===== config.mk =====
export PLATFORM = sky130hd
export DESIGN_NAME = i2c_msg_seq
export DESIGN_NICKNAME = d
export VERILOG_FILES = /design/src/rtl/i2c_msg_seq_pkg.sv /design/src/rtl/i2c_msg_seq_addr.sv /design/src/rtl/i2c_msg_seq_timer.sv /design/src/rtl/i2c_msg_seq.sv
export SDC_FILE = /design/constraint.sdc
export NUM_CORES = 1
export LEC_CHECK = 0
export BUFFER_PORTS_ARGS = -buffer_cell sky130_fd_sc_hd__buf_2
export CAP_MARGIN = 30
export CELL_PAD_IN_SITES_DETAIL_PLACEMENT = 1
export CELL_PAD_IN_SITES_GLOBAL_PLACEMENT = 1
export CORE_UTILIZATION = 44
export CTS_BUF_LIST = sky130_fd_sc_hd__clkbuf_8
export CTS_CLUSTER_SIZE = 24
export DETAILED_ROUTE_END_ITERATION = 12
export GPL_TIMING_DRIVEN = 0
export PLACE_DENSITY = 0.93
export SLEW_MARGIN = 30
export SYNTH_ARGS = -nofsm -noshare
export SYNTH_HDL_FRONTEND = slang
export SYNTH_HIERARCHICAL = 1
export SYNTH_SLANG_ARGS = --single-unit

===== constraint.sdc =====
create_clock -name clk -period 3.5 [get_ports clk]
set_clock_uncertainty 0.2 [all_clocks]
set_input_delay 0.35 -clock clk [delete_from_list [all_inputs] [get_ports clk]]
set_output_delay 0.35 -clock clk [all_outputs]
set_load 0.005 [all_outputs]

===== src/rtl/i2c_msg_seq_pkg.sv =====
package i2c_msg_seq_pkg;

  typedef enum logic [1:0] {
    S_IDLE = 2'd0,
    S_WAIT = 2'd1,
    S_NEXT = 2'd2,
    S_HOLD = 2'd3
  } seq_state_e;

  typedef enum logic [1:0] {
    RES_OK     = 2'd0,
    RES_NODEV  = 2'd1,
    RES_BUSERR = 2'd2
  } seq_res_e;

  // control word fields decoded by the engine
  localparam int unsigned CB_ACK   = 2;
  localparam int unsigned CB_STOP  = 4;
  localparam int unsigned CB_START = 5;
  localparam int unsigned CB_EN    = 6;
  localparam int unsigned CB_IEN   = 7;

  localparam logic [7:0] CTL_START = 8'hE4;
  localparam logic [7:0] CTL_STOP  = 8'h50;

  // engine status codes
  localparam logic [7:0] ST_START    = 8'h08;
  localparam logic [7:0] ST_RESTART  = 8'h10;
  localparam logic [7:0] ST_WA_ACK   = 8'h18;
  localparam logic [7:0] ST_WA_NAK   = 8'h20;
  localparam logic [7:0] ST_WD_ACK   = 8'h28;
  localparam logic [7:0] ST_WD_NAK   = 8'h30;
  localparam logic [7:0] ST_RA_ACK   = 8'h40;
  localparam logic [7:0] ST_RA_NAK   = 8'h48;
  localparam logic [7:0] ST_RD_ACK   = 8'h50;
  localparam logic [7:0] ST_RD_NAK   = 8'h58;
  localparam logic [7:0] ST_WA2_ACK  = 8'hD0;
  localparam logic [7:0] ST_RA2_ACK  = 8'hE0;

  function automatic logic [7:0] ctl_cont(input logic ack);
    return {1'b1, 1'b1, 1'b0, 1'b0, 1'b0, ack, 2'b00};
  endfunction

endpackage


===== src/rtl/i2c_msg_seq_addr.sv =====
module i2c_msg_seq_addr (
  input  logic [9:0] addr,
  input  logic       rd,
  input  logic       ten,
  output logic [7:0] first,
  output logic [7:0] second
);
  always_comb begin
    if (ten) begin
      first  = {4'b1111, 1'b0, addr[9:8], rd};
      second = addr[7:0];
    end else begin
      first  = {addr[6:0], rd};
      second = 8'h00;
    end
  end
endmodule


===== src/rtl/i2c_msg_seq_timer.sv =====
module i2c_msg_seq_timer #(
  parameter int unsigned LIMIT = 4
) (
  input  logic clk,
  input  logic rst_n,
  input  logic clr,
  input  logic run,
  output logic hit
);
  localparam int unsigned CW = (LIMIT < 1) ? 1 : $clog2(LIMIT + 1);

  logic [CW-1:0] cnt, cnt_nxt;

  assign hit = (cnt == CW'(LIMIT));

  always_comb begin
    cnt_nxt = cnt;
    if (clr)             cnt_nxt = '0;
    else if (run && !hit) cnt_nxt = cnt + 1'b1;
  end

  always_ff @(posedge clk or negedge rst_n) begin
    if (!rst_n) cnt <= '0;
    else        cnt <= cnt_nxt;
  end

  // the count saturates at its limit
  a_r11_cnt_bound: assert property (@(posedge clk) disable iff (!rst_n)
    cnt <= CW'(LIMIT));

endmodule


===== src/rtl/i2c_msg_seq.sv =====
module i2c_msg_seq
  import i2c_msg_seq_pkg::*;
#(
  parameter int unsigned LEN_W       = 8,
  parameter int unsigned TIMEOUT_CYC = 300000000,
  parameter int unsigned HOLD_CYC    = 500
) (
  input  logic             clk,
  input  logic             rst_n,
  input  logic             desc_valid,
  output logic             desc_ready,
  input  logic [9:0]       desc_addr,
  input  logic             desc_rd,
  input  logic             desc_ten,
  input  logic [LEN_W-1:0] desc_len,
  input  logic             desc_last,
  input  logic             evt_valid,
  input  logic [7:0]       evt_status,
  input  logic [7:0]       eng_rdata,
  output logic             ctl_we,
  output logic [7:0]       ctl_wdata,
  output logic             dat_we,
  output logic [7:0]       dat_wdata,
  output logic             eng_rst,
  input  logic             wr_valid,
  output logic             wr_ready,
  input  logic [7:0]       wr_data,
  output logic             rd_valid,
  input  logic             rd_ready,
  output logic [7:0]       rd_data,
  output logic             done,
  output logic [1:0]       result
);
  localparam logic [LEN_W-1:0] ONE = LEN_W'(1);

  seq_state_e st, st_nxt;
  seq_res_e   res;
  logic [9:0] m_addr;
  logic       m_rd, m_ten, m_last;
  logic [LEN_W-1:0] left, left_nxt;
  logic       ack, ack_nxt;
  logic       hret, hret_nxt;
  logic       ld, to_clr, to_hit, hold_go, hold_hit;
  logic       wr_step, rd_step;
  logic [7:0] a1, a2;

  i2c_msg_seq_addr u_addr (
    .addr(m_addr), .rd(m_rd), .ten(m_ten), .first(a1), .second(a2)
  );

  i2c_msg_seq_timer #(.LIMIT(TIMEOUT_CYC)) u_tmo (
    .clk(clk), .rst_n(rst_n), .clr(to_clr), .run(st != S_IDLE), .hit(to_hit)
  );

  generate
    if (HOLD_CYC > 0) begin : g_hold
      i2c_msg_seq_timer #(.LIMIT(HOLD_CYC)) u_hold (
        .clk(clk), .rst_n(rst_n), .clr(hold_go), .run(st == S_HOLD), .hit(hold_hit)
      );
    end else begin : g_nohold
      assign hold_hit = 1'b1;
    end
  endgenerate

  assign result = res;

  always_comb begin
    st_nxt = st;  ld = 1'b0;  left_nxt = left;  ack_nxt = ack;  hret_nxt = hret;
    desc_ready = 1'b0;  ctl_we = 1'b0;  ctl_wdata = 8'h00;
    dat_we = 1'b0;  dat_wdata = 8'h00;  eng_rst = 1'b0;
    wr_ready = 1'b0;  rd_valid = 1'b0;  rd_data = eng_rdata;
    done = 1'b0;  res = RES_OK;  to_clr = 1'b0;  hold_go = 1'b0;
    wr_step = 1'b0;  rd_step = 1'b0;

    unique case (st)
      S_IDLE: begin
        if (evt_valid) begin
          ctl_we = 1'b1;  ctl_wdata = CTL_STOP;
        end else if (desc_valid) begin
          desc_ready = 1'b1;  ld = 1'b1;  left_nxt = desc_len;  ack_nxt = 1'b1;
          ctl_we = 1'b1;  ctl_wdata = CTL_START;  to_clr = 1'b1;
          st_nxt = S_WAIT;
        end
      end

      S_WAIT: begin
        if (to_hit) begin
          eng_rst = 1'b1;  ctl_we = 1'b1;  ctl_wdata = CTL_STOP;
          done = 1'b1;  res = RES_BUSERR;  st_nxt = S_IDLE;
        end else if (evt_valid) begin
          case (evt_status)
            ST_START, ST_RESTART: begin
              dat_we = 1'b1;  dat_wdata = a1;
              ctl_we = 1'b1;  ctl_wdata = ctl_cont(ack);
            end
            ST_WA_ACK: begin
              if (m_ten) begin
                dat_we = 1'b1;  dat_wdata = a2;
                ctl_we = 1'b1;  ctl_wdata = ctl_cont(ack);
              end else wr_step = 1'b1;
            end
            ST_WA2_ACK, ST_WD_ACK: wr_step = 1'b1;
            ST_RA_ACK: begin
              if (m_ten) begin
                dat_we = 1'b1;  dat_wdata = a2;
                ctl_we = 1'b1;  ctl_wdata = ctl_cont(ack);
              end else rd_step = 1'b1;
            end
            ST_RA2_ACK: rd_step = 1'b1;
            ST_RD_ACK: begin
              rd_valid = 1'b1;
              if (rd_ready) begin
                left_nxt = left - 1'b1;
                ack_nxt  = (left_nxt != ONE);
                ctl_we = 1'b1;  ctl_wdata = ctl_cont(ack_nxt);
              end
            end
            ST_RD_NAK: begin
              rd_valid = 1'b1;
              if (rd_ready) begin
                ctl_we = 1'b1;  ctl_wdata = CTL_STOP;  done = 1'b1;
                if (HOLD_CYC > 0) begin
                  hold_go = 1'b1;  hret_nxt = 1'b0;  st_nxt = S_HOLD;
                end else st_nxt = S_IDLE;
              end
            end
            ST_WA_NAK, ST_WD_NAK, ST_RA_NAK: begin
              ctl_we = 1'b1;  ctl_wdata = CTL_STOP;
              done = 1'b1;  res = RES_NODEV;  st_nxt = S_IDLE;
            end
            default: begin
              eng_rst = 1'b1;  ctl_we = 1'b1;  ctl_wdata = CTL_STOP;
              done = 1'b1;  res = RES_BUSERR;  st_nxt = S_IDLE;
            end
          endcase

          if (wr_step) begin
            if (left == '0) begin
              if (m_last) begin
                ctl_we = 1'b1;  ctl_wdata = CTL_STOP;  done = 1'b1;  st_nxt = S_IDLE;
              end else st_nxt = S_NEXT;
            end else if (wr_valid) begin
              wr_ready = 1'b1;  dat_we = 1'b1;  dat_wdata = wr_data;
              ctl_we = 1'b1;  ctl_wdata = ctl_cont(ack);  left_nxt = left - 1'b1;
            end
          end

          if (rd_step) begin
            if (left == '0) begin
              ctl_we = 1'b1;  ctl_wdata = CTL_STOP;  done = 1'b1;  st_nxt = S_IDLE;
            end else begin
              ack_nxt = (left != ONE);
              ctl_we = 1'b1;  ctl_wdata = ctl_cont(ack_nxt);
            end
          end
        end
      end

      S_NEXT: begin
        if (to_hit) begin
          eng_rst = 1'b1;  ctl_we = 1'b1;  ctl_wdata = CTL_STOP;
          done = 1'b1;  res = RES_BUSERR;  st_nxt = S_IDLE;
        end else if (desc_valid) begin
          desc_ready = 1'b1;  ld = 1'b1;  left_nxt = desc_len;  ack_nxt = 1'b1;
          ctl_we = 1'b1;  ctl_wdata = CTL_START;
          if (HOLD_CYC > 0) begin
            hold_go = 1'b1;  hret_nxt = 1'b1;  st_nxt = S_HOLD;
          end else st_nxt = S_WAIT;
        end
      end

      S_HOLD: begin
        if (hold_hit) st_nxt = hret ? S_WAIT : S_IDLE;
      end

      default: st_nxt = S_IDLE;
    endcase
  end

  always_ff @(posedge clk or negedge rst_n) begin
    if (!rst_n) begin
      st   <= S_IDLE;
      left <= '0;
      ack  <= 1'b0;
      hret <= 1'b0;
    end else begin
      st   <= st_nxt;
      left <= left_nxt;
      ack  <= ack_nxt;
      hret <= hret_nxt;
    end
  end

  always_ff @(posedge clk or negedge rst_n) begin
    if (!rst_n) begin
      m_addr <= '0;
      m_rd   <= 1'b0;
      m_ten  <= 1'b0;
      m_last <= 1'b0;
    end else if (ld) begin
      m_addr <= desc_addr;
      m_rd   <= desc_rd;
      m_ten  <= desc_ten;
      m_last <= desc_last;
    end
  end

  a_r2_accept_starts: assert property (@(posedge clk) disable iff (!rst_n)
    (desc_valid && desc_ready) |-> (ctl_we && ctl_wdata[CB_START] && !ctl_wdata[CB_STOP]));

  a_r5_wr_pairs: assert property (@(posedge clk) disable iff (!rst_n)
    wr_ready |-> (dat_we && ctl_we && evt_valid));

  a_r6_rd_on_data: assert property (@(posedge clk) disable iff (!rst_n)
    rd_valid |-> (evt_valid && (evt_status == ST_RD_ACK || evt_status == ST_RD_NAK)));

  a_r8_rst_buserr: assert property (@(posedge clk) disable iff (!rst_n)
    eng_rst |-> (done && result == 2'd2));

  a_r9_idle_no_done: assert property (@(posedge clk) disable iff (!rst_n)
    (st == S_IDLE) |-> !done);

  a_r10_hold_quiet: assert property (@(posedge clk) disable iff (!rst_n)
    (st == S_HOLD) |-> (!ctl_we && !desc_ready));

  a_r11_timeout_wins: assert property (@(posedge clk) disable iff (!rst_n)
    ((st == S_WAIT || st == S_NEXT) && to_hit) |-> (eng_rst && !dat_we && !wr_ready));

  a_r12_done_stops: assert property (@(posedge clk) disable iff (!rst_n)
    done |-> (ctl_we && ctl_wdata == CTL_STOP && !ctl_wdata[CB_IEN]));

  a_r12_done_pulse: assert property (@(posedge clk) disable iff (!rst_n)
    done |=> !done);

endmodule


==> key figures <==
Synthesis
  • Yosys top cell by area: dfrtp_1
  • Share of the synthesized area in the top cell type: 0.329
  • Yosys warns: 6
  • Yosys cell types: 79
  • Sequential area share after synthesis: 0.329
  • Flops & latches, synth: 63
  • Synth Flop Type: dfrtp_1
  • Ys async rst share: 1.00
  • Netlist Area Pre-Place: 0.00479 mm2
  • Synthesized area per cell: 8.39 um2
  • Number of enable flip-flop cells after synthesis: 0
  • Area contributors post-synth: dfrtp_1 33%, nand2_1 6.0%, nor2_1 3.2%
  • Post-Synthesis Cells: 571

Setup path
  • CP Data Required Time: 2950 ps
  • Reg2reg end: left[6]
  • Worst path arrival time: 2840 ps
  • WS Path Type: reg2out
  • RR Startpoint: u_tmo/cnt[0]
  • Worst Reg-to-Reg Cells: 11
  • R2r setup slk: 180 ps
  • Worst Path Max Fanout: 9
  • Crit end category: primary output
  • Worst setup SP type: flop

Global route
  • Vias in the first global route: 5206
  • Aggregate global routing overflow: 0
  • First-pass GRT wire length: 26.1 mm
  • Total GRT Usage: 0.292
  • Pin count of the biggest net entering global routing: 50
  • Antenna violations before repair: 1

STA
  • Slew margin rel.: 0.476
  • Hold_ws: 13.2 ps
  • Fin crit share: 0.970
  • Final WS setup: 105 ps
  • Fin crit period: 3390 ps
  • Pins Over Slew Limit: 0
  • # setup viols final: 0
  • Fin. Hold Viols: 0
  • Fmax: 295 MHz
  • Tightest Pin Transition: 778 ps

Worst hold path
  • Depth of the worst hold-timing path: 3
  • Hold Startpoint: desc_rd
  • Sink of the worst hold path: m_rd
  • Hold Crit Class: in2reg

Floorplanning
  • Top-Level Pins: 84
  • CORE AREA: 0.0104 mm2
  • FP Rows: 37
  • Die width: 106 um
  • Die Area: 0.0113 mm2
  • Initial core utilization: 0.460
  • Die Span Y: 106 um

Clocking
  • Clk sink count: 63
  • Clock latency on the worst-skew pair: 350 ps
  • CTS tree: built
  • CTS HTree Levels: 3
  • Cts bufs inserted: 9
  • Root Buffer Master: clkbuf_8
  • Max clock buf depth: 2
  • Clock-pin slew on the worst setup and hold paths: 70 ps

Final layout
  • P&R area growth vs syn: 20.6%
  • Final Net Count: 727
  • Layout cells sized above 1: 0.261
  • Fin cells: 807

Outcome
  • Status: complete, no violations

Run
  • Max_cap viols: 0

Routing
  • DR vias/cell: 6.05
  • Pre-antenna DRT Iters: 4
  • Overall routed net length: 16.0 mm
  • DRC viols: 0
  • WL/cell: 19.8 um
  • First-iteration detailed-routing DRC count: 217
  • Routed Antenna Nets: 0
  • Routed vias: 4881

Placement
  • Cells after DPL: 776
  • Final RePlAce weighted congestion: 0.910
  • HPWL after DPL: 10.9 mm
  • Port buffer count: 66
  • Worst slack, placed: -328 ps

Power and ir drop
  • Sw Share: 0.409
  • Total power draw: 0.00324 W
  • NetSw: 0.00133 W
  • Pwr per Cell Area: 561 mW/mm2
  • Sequential fraction of design power: 0.365
  • Peak supply drop: 0.000277 V
  • Leak pwr: 2.55 nW
  • Clk network pwr share: 0.228
  • Proportion of power drawn by combinational gates: 0.407
  • Pint: 0.00192 W
[logic make-up (layout without fill, tap and decap cells)]
logic type,Yosys count,after routing,synth area share
XOR/XNOR,21,21,0.0384
buffers and inverters,67,164,0.0732
other,1,4,0.000783
flip-flops,63,63,0.329
multiplexers,12,12,0.0274
AO/OA/AOI/OAI,131,131,0.196
adder cells (fa/ha/maj),12,12,0.0308
AND/OR/NAND/NOR,264,264,0.304
[area by class of cell]
type,instances,area (um2)
multi-input cells,443,2940
plain buffers,44,277
repair buffers,82,495
well taps,136,170
fillers,1265,4640
clock buffers,11,151
inverters,22,85.1
clock inverters,5,72.6
flip-flops and latches,63,1580
diodes,1,2.50
[per-layer routing]
layer  global-route usage  up-vias  share of wire
met3               0.0490       52          0.043
li1                     -     2233              -
met5                    0        -              0
met4                0.163        0          0.038
met2                0.509      152           0.52
met1                0.338     2444           0.40
[flip-flops by register name (all words and copies together), names as in the netlist]
name and count:
m_ten 1, hret 1, u_tmo/cnt 29, m_last 1, left 8, ack 1
m_rd 1, m_addr 10, st 2, g_hold.u_hold/cnt 9
[synthesized netlist by cell type (9+ instances only)]
| master | number |
|---|---|
| o21ai_0 | 25 |
| o21ai_2 | 9 |
| nand4_1 | 13 |
| or3_1 | 12 |
| nand3_1 | 17 |
| a21oi_1 | 27 |
| buf_4 | 16 |
| nand2_1 | 77 |
| inv_1 | 22 |
| nor3_1 | 17 |
| nor2_1 | 41 |
| ha_1 | 11 |
| dfrtp_1 | 63 |
| clkbuf_1 | 17 |
| xnor2_1 | 13 |
[metrics by stage]
stage | instance area [um2] | TNS [ps] | util
finish | 5780 | 0 | 0.555
global route | 5780 | -30.9 | 0.555
CTS | 5680 | 0 | 0.545
detailed placement | 5330 | -328 | 0.511
global placement | 5300 | -221 | 0.508
floorplan | 4800 | 0 | -
[critical path, cell delays in order, from the launching register on]
cell      delay [ps]
dfrtp_1          380
inv_1             80
ha_1             210
nor4bb_4         170
nand3_2          110
nor2_4            50
buf_4            180
nand3b_1         220
a21oi_2          170
or4b_1           480
buf_6            170
o21ai_2          140
buf_2            140
[cell usage in the layout, fill, tap and decap left out, types with 5 or more instances in the layout]
| cell type | instances |
|---|---|
| clkbuf_1 | 13 |
| and2_1 | 8 |
| o21ai_0 | 24 |
| or4_1 | 5 |
| buf_4 | 23 |
| clkbuf_8 | 11 |
| nand2b_1 | 5 |
| nor2_1 | 39 |
| nand3_1 | 16 |
| mux2i_1 | 6 |
| nand2_1 | 77 |
| xor2_1 | 8 |
| nor4_1 | 7 |
| dlygate4sd3_1 | 9 |
| buf_6 | 5 |
| xnor2_1 | 13 |
| and3_1 | 8 |
| nand3b_1 | 5 |
| o22ai_1 | 7 |
| or2_2 | 5 |
| and2_2 | 6 |
| a21oi_1 | 26 |
| ha_1 | 10 |
| mux2_2 | 5 |
| o21ai_2 | 9 |
| nor3_1 | 17 |
| dfrtp_1 | 61 |
| o211ai_1 | 7 |
| nand4_1 | 13 |
| buf_2 | 72 |
| nor2b_1 | 8 |
| inv_1 | 23 |
| or3_1 | 12 |
| o31ai_1 | 7 |
| a22oi_1 | 8 |
[power groups by stage]
stage | Combinational [W] | Sequential (W) | Clock (W)
final | 0.00132 | 0.00118 | 0.000738
after global routing | 0.00145 | 0.00122 | 0.000779
after CTS | 0.00127 | 0.00116 | 0.000747
after detailed placement | 0.00122 | 0.00117 | 0
after global placement | 0.00112 | 0.00115 | 0
after floorplan | 0.000879 | 0.00110 | 0
[worst max-delay path by stage]
stage	from	to	slack, ps
after global placement	u_tmo/cnt[0]	ctl_wdata[5]	-220
after floorplan	u_tmo/cnt[0]	ctl_wdata[5]	630
after global routing	u_tmo/cnt[17]	ctl_wdata[5]	-20
after CTS	u_tmo/cnt[0]	ctl_wdata[4]	10
after detailed placement	u_tmo/cnt[0]	ctl_wdata[5]	-330
final	u_tmo/cnt[0]	dat_wdata[7]	110
[what timing repair did]
action,CTS,global route
endpoints found under the hold margin,71,0
pin swaps,1,4
hold buffers,9,0
setup buffers,3,3
gates resized for setup,10,19
endpoints found under the setup margin,30,19
(Power assumes the default switching activity.)
